File: src/rtl/i2c_idx_pkg.sv
package i2c_idx_pkg;

  localparam int BYTE_W = 8;
  localparam int WORD_W = 16;

  // upper five bits of a high-speed controller code
  localparam logic [4:0] HS_CODE_TOP = 5'b00001;

  typedef enum logic [2:0] {
    ST_IDLE,
    ST_RX,
    ST_ACKOUT,
    ST_TX,
    ST_ACKIN,
    ST_IGNORE
  } busState_t;

  typedef enum logic [1:0] {
    XF_WRITE,
    XF_READ,
    XF_GCALL
  } xfer_t;

  typedef struct packed {
    logic rxShift;
    logic rxBit;
    logic loadIndex;
    logic holdMsb;
    logic commitWord;
    logic loadTxMsb;
    logic loadTxLsb;
    logic txShift;
  } dpCtl_t;

endpackage

File: src/rtl/i2c_idx_ctrl.sv
module i2c_idx_ctrl
  import i2c_idx_pkg::*;
#(
  parameter int SYNC_STAGES    = 2,
  parameter int TIMEOUT_CYCLES = 3_000_000
) (
  input  logic       clk,
  input  logic       rst_n,
  input  logic       sclIn,
  input  logic       sdaIn,
  input  logic [6:0] devAddr,
  input  logic [7:0] rxByte,
  input  logic       txBit,
  output dpCtl_t     ctl,
  output logic       sdaOe,
  output logic       hsMode,
  output logic       rdStrobe
);

  localparam int TO_W = $clog2(TIMEOUT_CYCLES + 1);

  logic [SYNC_STAGES-1:0] sclSync, sdaSync;
  logic sclS, sdaS, sclPrev, sdaPrev;
  logic sclRise, sclFall, startDet, stopDet, toFire;
  logic [TO_W-1:0] lowCnt;

  busState_t state, stateN;
  xfer_t     xfer, xferN;
  logic [3:0] bitCnt, bitCntN;
  logic [1:0] byteIdx, byteIdxN;
  logic nackSeen, nackN, firstRd, firstRdN, lsbNext, lsbNextN, hsN, rdStbN;
  logic [6:0] addrField;
  logic rwBit;

  // input synchronisers, idle-high reset
  always_ff @(posedge clk or negedge rst_n) begin
    if (!rst_n) begin
      sclSync <= '1;
      sdaSync <= '1;
      sclPrev <= 1'b1;
      sdaPrev <= 1'b1;
    end else begin
      sclSync <= {sclSync[SYNC_STAGES-2:0], sclIn};
      sdaSync <= {sdaSync[SYNC_STAGES-2:0], sdaIn};
      sclPrev <= sclS;
      sdaPrev <= sdaS;
    end
  end

  assign sclS     = sclSync[SYNC_STAGES-1];
  assign sdaS     = sdaSync[SYNC_STAGES-1];
  assign sclRise  = sclS & ~sclPrev;
  assign sclFall  = ~sclS & sclPrev;
  assign startDet = sclS & sclPrev & sdaPrev & ~sdaS;
  assign stopDet  = sclS & sclPrev & ~sdaPrev & sdaS;

  // SCL-low watchdog, saturating; fires once per low stretch
  always_ff @(posedge clk or negedge rst_n) begin
    if (!rst_n)                            lowCnt <= '0;
    else if (sclS)                         lowCnt <= '0;
    else if (lowCnt != TO_W'(TIMEOUT_CYCLES)) lowCnt <= lowCnt + 1'b1;
  end
  assign toFire = ~sclS && (lowCnt == TO_W'(TIMEOUT_CYCLES - 1));

  assign addrField = rxByte[7:1];
  assign rwBit     = rxByte[0];

  always_comb begin
    ctl       = '0;
    ctl.rxBit = sdaS;
    stateN    = state;
    xferN     = xfer;
    bitCntN   = bitCnt;
    byteIdxN  = byteIdx;
    nackN     = nackSeen;
    firstRdN  = firstRd;
    lsbNextN  = lsbNext;
    hsN       = hsMode;
    rdStbN    = 1'b0;
    if (startDet) begin
      stateN   = ST_RX;
      bitCntN  = '0;
      byteIdxN = '0;
      firstRdN = 1'b0;
    end else if (stopDet) begin
      stateN = ST_IDLE;
      hsN    = 1'b0;
    end else if (toFire) begin
      stateN = ST_IDLE;
    end else begin
      case (state)
        ST_RX: begin
          if (sclRise && bitCnt != 4'd8) begin
            ctl.rxShift = 1'b1;
            bitCntN     = bitCnt + 4'd1;
          end else if (sclFall && bitCnt == 4'd8) begin
            stateN = ST_ACKOUT;
            case (byteIdx)
              2'd0: begin
                byteIdxN = 2'd1;
                if (addrField == devAddr) begin
                  xferN    = rwBit ? XF_READ : XF_WRITE;
                  firstRdN = rwBit;
                end else if (addrField == 7'd0) begin
                  xferN    = rwBit ? XF_READ : XF_GCALL;
                  firstRdN = rwBit;
                end else begin
                  stateN = ST_IGNORE;
                  if (rxByte[7:3] == HS_CODE_TOP) hsN = 1'b1;
                end
              end
              2'd1: begin
                byteIdxN = 2'd2;
                if (xfer == XF_WRITE) ctl.loadIndex = 1'b1;
              end
              2'd2: begin
                if (xfer == XF_WRITE) begin
                  ctl.holdMsb = 1'b1;
                  byteIdxN    = 2'd3;
                end else begin
                  stateN = ST_IGNORE;
                end
              end
              default: begin
                ctl.commitWord = 1'b1;
                byteIdxN       = 2'd2;
              end
            endcase
          end
        end
        ST_ACKOUT: begin
          if (sclFall) begin
            bitCntN = '0;
            if (xfer == XF_READ) begin
              ctl.loadTxMsb = 1'b1;
              lsbNextN      = 1'b1;
              stateN        = ST_TX;
            end else begin
              stateN = ST_RX;
            end
          end
        end
        ST_TX: begin
          if (sclRise && bitCnt != 4'd8) begin
            bitCntN = bitCnt + 4'd1;
          end else if (sclFall) begin
            if (bitCnt == 4'd8) begin
              stateN = ST_ACKIN;
              nackN  = 1'b1;
              if (firstRd) begin
                rdStbN   = 1'b1;
                firstRdN = 1'b0;
              end
            end else if (bitCnt != 4'd0) begin
              ctl.txShift = 1'b1;
            end
          end
        end
        ST_ACKIN: begin
          if (sclRise) begin
            nackN = sdaS;
          end else if (sclFall) begin
            if (!nackSeen) begin
              stateN  = ST_TX;
              bitCntN = '0;
              if (lsbNext) ctl.loadTxLsb = 1'b1;
              else         ctl.loadTxMsb = 1'b1;
              lsbNextN = ~lsbNext;
            end else begin
              stateN = ST_IGNORE;
            end
          end
        end
        default: ;
      endcase
    end
  end

  always_ff @(posedge clk or negedge rst_n) begin
    if (!rst_n) begin
      state    <= ST_IDLE;
      xfer     <= XF_WRITE;
      bitCnt   <= '0;
      byteIdx  <= '0;
      nackSeen <= 1'b1;
      firstRd  <= 1'b0;
      lsbNext  <= 1'b0;
      hsMode   <= 1'b0;
      rdStrobe <= 1'b0;
    end else begin
      state    <= stateN;
      xfer     <= xferN;
      bitCnt   <= bitCntN;
      byteIdx  <= byteIdxN;
      nackSeen <= nackN;
      firstRd  <= firstRdN;
      lsbNext  <= lsbNextN;
      hsMode   <= hsN;
      rdStrobe <= rdStbN;
    end
  end

  assign sdaOe = (state == ST_ACKOUT) | ((state == ST_TX) & ~txBit);

  // idle or ignoring never pulls the line
  p_quiet_line_r5: assert property (@(posedge clk) disable iff (!rst_n)
    (state == ST_IDLE || state == ST_IGNORE) |-> !sdaOe);

  // read strobe is a single-cycle pulse
  p_rd_pulse_r6: assert property (@(posedge clk) disable iff (!rst_n)
    rdStrobe |=> !rdStrobe);

  // STOP always drops the high-speed flag
  p_hs_stop_r9: assert property (@(posedge clk) disable iff (!rst_n)
    stopDet |=> !hsMode);

  // watchdog expiry returns the engine to idle
  p_timeout_idle_r10: assert property (@(posedge clk) disable iff (!rst_n)
    (toFire && !startDet && !stopDet) |=> (state == ST_IDLE));

  // the block moves SDA only while SCL is low, so it never forms a condition
  p_sda_move_low_r11: assert property (@(posedge clk) disable iff (!rst_n)
    !$stable(sdaOe) |-> !sclS);

endmodule

File: src/rtl/i2c_idx_data.sv
module i2c_idx_data
  import i2c_idx_pkg::*;
#(
  parameter int               NUM_REGS       = 4,
  parameter logic [NUM_REGS-1:0] READ_ONLY_MASK = 4'b0001
) (
  input  logic                        clk,
  input  logic                        rst_n,
  input  dpCtl_t                      ctl,
  input  logic [WORD_W-1:0]           rdData,
  output logic [BYTE_W-1:0]           rxByte,
  output logic                        txBit,
  output logic [$clog2(NUM_REGS)-1:0] regAddr,
  output logic [WORD_W-1:0]           wrData,
  output logic                        wrEn
);

  localparam int IDX_W = $clog2(NUM_REGS);

  logic [BYTE_W-1:0] rxSh, msbHold, txSh;
  logic [IDX_W-1:0]  index;

  always_ff @(posedge clk or negedge rst_n) begin
    if (!rst_n) begin
      rxSh    <= '0;
      msbHold <= '0;
      txSh    <= '1;
      index   <= '0;
      wrData  <= '0;
      wrEn    <= 1'b0;
    end else begin
      if (ctl.rxShift)   rxSh    <= {rxSh[BYTE_W-2:0], ctl.rxBit};
      if (ctl.loadIndex) index   <= rxSh[IDX_W-1:0];
      if (ctl.holdMsb)   msbHold <= rxSh;
      wrEn <= 1'b0;
      if (ctl.commitWord) begin
        wrEn   <= ~READ_ONLY_MASK[index];
        wrData <= {msbHold, rxSh};
      end
      if (ctl.loadTxMsb)      txSh <= rdData[WORD_W-1:BYTE_W];
      else if (ctl.loadTxLsb) txSh <= rdData[BYTE_W-1:0];
      else if (ctl.txShift)   txSh <= {txSh[BYTE_W-2:0], 1'b1};
    end
  end

  assign rxByte  = rxSh;
  assign txBit   = txSh[BYTE_W-1];
  assign regAddr = index;

  // no strobe may reach a read-only entry
  p_ro_guard_r3: assert property (@(posedge clk) disable iff (!rst_n)
    wrEn |-> !READ_ONLY_MASK[regAddr]);

  // a word commit is a single-cycle strobe
  p_wr_pulse_r2: assert property (@(posedge clk) disable iff (!rst_n)
    wrEn |=> !wrEn);

  // pointer is stable while a word is being committed
  p_idx_steady_r2: assert property (@(posedge clk) disable iff (!rst_n)
    wrEn |-> $stable(regAddr));

endmodule

File: src/rtl/i2c_index_target.sv
module i2c_index_target
  import i2c_idx_pkg::*;
#(
  parameter logic [6:0]          BASE_ADDR      = 7'h44,
  parameter int                  TIMEOUT_CYCLES = 3_000_000,
  parameter int                  SYNC_STAGES    = 2,
  parameter int                  NUM_REGS       = 4,
  parameter logic [NUM_REGS-1:0] READ_ONLY_MASK = 4'b0001
) (
  input  logic                        clk,
  input  logic                        rst_n,
  input  logic                        sclIn,
  input  logic                        sdaIn,
  input  logic [2:0]                  addrSel,
  output logic                        sdaOe,
  output logic                        hsMode,
  output logic [$clog2(NUM_REGS)-1:0] regAddr,
  output logic [15:0]                 regWrData,
  output logic                        regWrEn,
  input  logic [15:0]                 regRdData,
  output logic                        regRdStrobe
);

  dpCtl_t     ctl;
  logic [7:0] rxByte;
  logic       txBit;
  logic [6:0] devAddr;

  assign devAddr = BASE_ADDR + 7'(addrSel);

  i2c_idx_ctrl #(
    .SYNC_STAGES   (SYNC_STAGES),
    .TIMEOUT_CYCLES(TIMEOUT_CYCLES)
  ) uCtrl (
    .clk     (clk),
    .rst_n   (rst_n),
    .sclIn   (sclIn),
    .sdaIn   (sdaIn),
    .devAddr (devAddr),
    .rxByte  (rxByte),
    .txBit   (txBit),
    .ctl     (ctl),
    .sdaOe   (sdaOe),
    .hsMode  (hsMode),
    .rdStrobe(regRdStrobe)
  );

  i2c_idx_data #(
    .NUM_REGS      (NUM_REGS),
    .READ_ONLY_MASK(READ_ONLY_MASK)
  ) uData (
    .clk    (clk),
    .rst_n  (rst_n),
    .ctl    (ctl),
    .rdData (regRdData),
    .rxByte (rxByte),
    .txBit  (txBit),
    .regAddr(regAddr),
    .wrData (regWrData),
    .wrEn   (regWrEn)
  );

endmodule

File: config.mk
export PLATFORM = sky130hd
export DESIGN_NAME = i2c_index_target
export DESIGN_NICKNAME = d
export VERILOG_FILES = /design/src/rtl/i2c_idx_pkg.sv /design/src/rtl/i2c_idx_ctrl.sv /design/src/rtl/i2c_idx_data.sv /design/src/rtl/i2c_index_target.sv
export SDC_FILE = /design/constraint.sdc
export NUM_CORES = 1
export LEC_CHECK = 0
export BUFFER_PORTS_ARGS = -buffer_cell sky130_fd_sc_hd__buf_2
export CAP_MARGIN = 25
export CORE_UTILIZATION = 40
export CTS_CLUSTER_SIZE = 14
export DETAILED_ROUTE_END_ITERATION = 8
export PLACE_DENSITY_LB_ADDON = 0.12
export RECOVER_POWER = 25
export SLEW_MARGIN = 20
export SYNTH_ARGS = -nofsm -noshare
export SYNTH_HDL_FRONTEND = slang
export SYNTH_SLANG_ARGS = --single-unit
File: constraint.sdc
create_clock -name clk -period 3.75 [get_ports clk]
set_input_delay 0.1875 -clock clk [delete_from_list [all_inputs] [get_ports clk]]
set_output_delay 0.1875 -clock clk [all_outputs]
set_load 0.1 [all_outputs]
==> results.cfg <==
[setup_path]
worstPathRequired_ps = 3990
crit_buf_inv = 0
worst_setup_path_start_kind = flop
worstSetupEndpointType = flop
slowest_delay_ps = 660
crit_chain = ha_1, nand2_1, nor4_1, and4_1, nor4b_1, o21ai_0, mux2_2
critPathMaxFanout = 14
worstSetupPathType = reg -> reg
critPathArrivalTime_ps = 3000
crit_family = simple AND/OR/NAND/NOR gates
crit_slowest_cell = and4_1

[placed_design]
dp.final_hpwl_um = 5816
globalplace.congestion = 0.7934
port_buffers = 44

[floorplan]
die_h_um = 104.7
die-area_mm2 = 0.01096
start_util_pct = 41.03
io_pins = 45
die_width_um = 104.7
core_mm2 = 0.01028
rows = 37

[sta]
max_slew_margin_pct = 5.275
max_slew.worst_pin.slew_ps = 1421
tns_ps = 0
setup_viol = 0
slew_violations = 0
finalHoldViolCount = 0
finalWorstPathRequiredPeriod_ps = 2760
finalCritPeriodShare_pct = 73.61
finClkSkew_ps = 16.40
rsz0062_at_grt = no
max_freq_mhz = 362.3

[clock_network]
cts_tree = built
cts-root-buf = clkbuf_8
cts_setup_buffers = 0
h-tree-depth = 3
cts_made_buffers = 9
clk_pin_slew_ps = 90
clockBufferDepth = 2
cts_sinks = 87
clock_latency_ps = 360

[logic_synthesis]
synth_top_cell_area_share_pct = 42.73
synth.most_common_cell = dfrtp_1
ys.flop_type = dfrtp_1
syn_avg_cell_area_um2 = 10.87
yosys_warnings = 0
synthArstFlopShare_pct = 100.0
synth_nets = 415
synth.cell_area_mm2 = 0.004217
netlist_top_cells_area = dfrtp_1, dfstp_2, mux2_2
ys_types = 58
yosysTopAreaCell = dfrtp_1
synth-edff-count = 0
syn_inst = 388
synth_common_cells = dfrtp_1, nor2_1, mux2_2, nand2_1, o21ai_0
ys_ff_latch = 87
yosysSeqAreaShare_pct = 52.08

[layout]
layout-drive-gt1-share_pct = 25.28
diodes = 0
layout.nets = 461
post-route-util_pct = 47.03
num-fill-cells = 976
syn_to_final_growth_pct = 14.63

[run_status]
status = complete, no violations

[route]
viasPerCell = 5.367
drtIter0Drc = 158
met2_length_um = 4080
m1WireLength_um = 4118
top_layer = met4
detail-route-antenna-nets = 0
drt-pass1-iter-count = 4
wl_per_cell_um = 14.94
wl_um = 8590
route.detailed.drc = 0
vias = 3086
wl_met3_um = 255

[grt]
grt_max_degree = 58
grt_use_total_pct = 16.96
overflow = 0
antenna_found_initial = 0
grt_pass1_wl_um = 14840
grt_pass1_vias = 3073

[pwr]
power_density_mw_per_mm2 = 525.7
p_leak_nw = 2.210
peakVddDrop_v = 0.0002313

[min_path]
min_path_type = in -> reg

[job]
maxCapViolations = 0
[cell families after synthesis]
family | count (synthesis) | synth area share [%]
AND/OR/NAND/NOR | 140 | 18.04
flip-flops | 87 | 52.08
AO/OA/AOI/OAI | 72 | 11.87
multiplexers | 36 | 9.614
buffers and inverters | 29 | 3.056
XOR/XNOR | 20 | 4.154
adder cells (fa/ha/maj) | 4 | 1.187
[final cells by class]
cell class / instances / area (µm²) / share of cell area (%)
clock buffer: 10 / 127.6 / 2.640
clock inverter: 6 / 116.4 / 2.407
inverter: 14 / 52.55 / 1.087
multi-input combinational: 272 / 1898 / 39.27
sequential: 87 / 2196 / 45.43
tap: 136 / 170.2 / 3.521
timing repair buffer: 50 / 272.8 / 5.643
[state kept, by name, indices dropped and copies added (netlist names), 2 cells and up]
| register | cells |
|---|---|
| uCtrl.lowCnt | 22 |
| uData.wrData | 16 |
| uData.msbHold | 8 |
| uData.rxByte | 8 |
| uData.txSh | 8 |
| uCtrl.bitCnt | 4 |
| uCtrl.state | 3 |
| uCtrl.byteIdx | 2 |
| uCtrl.sclSync | 2 |
| uCtrl.sdaSync | 2 |
| uCtrl.xfer | 2 |
| uData.regAddr | 2 |
[where the power goes]
part	total, mW	internal, mW	switching, mW
logic	0.482	0.212	0.270
clock network	0.790	0.448	0.342
registers	1.27	1.10	0.172
[per-stage QoR]
stage	std cells	hold WS [ps]	total power [mW]	worst slack, ps	area, µm²
floorplan	388	-108.1	1.606	1343	4217
global placement	556	294.1	1.756	1028	4562
detailed placement	556	295.4	1.764	950.0	4562
CTS	575	148.3	2.569	921.5	4836
global route	575	181.6	2.696	697.0	4833
finish	575	159.0	2.541	989.8	4833
[routing by layer]
metal	vias to the layer above	GRT usage [%]
met3	13	3.182
met2	53	27.48
met1	1531	22.45
li1	1489	-
met4	0	6.740
met5	-	0
[worst reg2reg max path: cells and delay by family, from the launching register on]
kind                     cells  cell delay (ps)
AND/OR/NAND/NOR              4             1450
flip-flops                   1              410
multiplexers                 1              370
adder cells (fa/ha/maj)      1              250
AO/OA/AOI/OAI                1              180
[path summary, 6_finish.rpt]
check / start / to / slack [ps] / cells past startpoint
worst max register to register: uCtrl.lowCnt[0]$_DFFE_PN0P_ / uCtrl.xfer[1]$_DFFE_PN0P_ / 990 / 7
worst max-delay path: uCtrl.lowCnt[0]$_DFFE_PN0P_ / uCtrl.xfer[1]$_DFFE_PN0P_ / 990 / 7
min in group asynchronous: rst_n / uCtrl.rdStrobe$_DFF_PN0_ / 710 / 2
worst min-delay path: regRdData[0] / uData.txSh[0]$_DFFE_PN1P_ / 160 / 3
max in group asynchronous: rst_n / uData.txSh[4]$_DFFE_PN1P_ / 1880 / 3
worst min register to register: uCtrl.sclSync[0]$_DFF_PN1_ / uCtrl.sclSync[1]$_DFF_PN1_ / 360 / 0
[placed cells by master, fill, tap and decap left out, types with 2 or more instances in the layout]
master and count:
bufinv_16 3, dfstp_2 14, nor4b_1 3, nor3_1 9, nand2b_1 8, and3_1 6
o21ai_0 20, mux2_1 9, mux2_2 27, o221ai_1 7, nor4_1 6, xnor2_1 8
dlygate4sd3_1 3, ha_1 4, nor2_1 36, and2_1 3, o32ai_1 2, nand2_1 27
buf_2 43, inv_1 14, o22a_1 7, or3_1 4, nor2b_1 5, buf_4 3
clkinv_4 2, nand4_1 5, or4b_1 2, or3b_2 2, dfrtp_1 72, nand3_1 10
and4_1 4, a21oi_1 18, xor2_1 12, nor3b_1 2, a31oi_1 2, a32o_1 2
clkbuf_8 9
[repair_timing]
item                                   CTS  global route
hold buffers                             3             0
resized for setup                        0             0
endpoints found under the hold margin   51             0
Note: power is estimated with default switching activity, not from simulation.
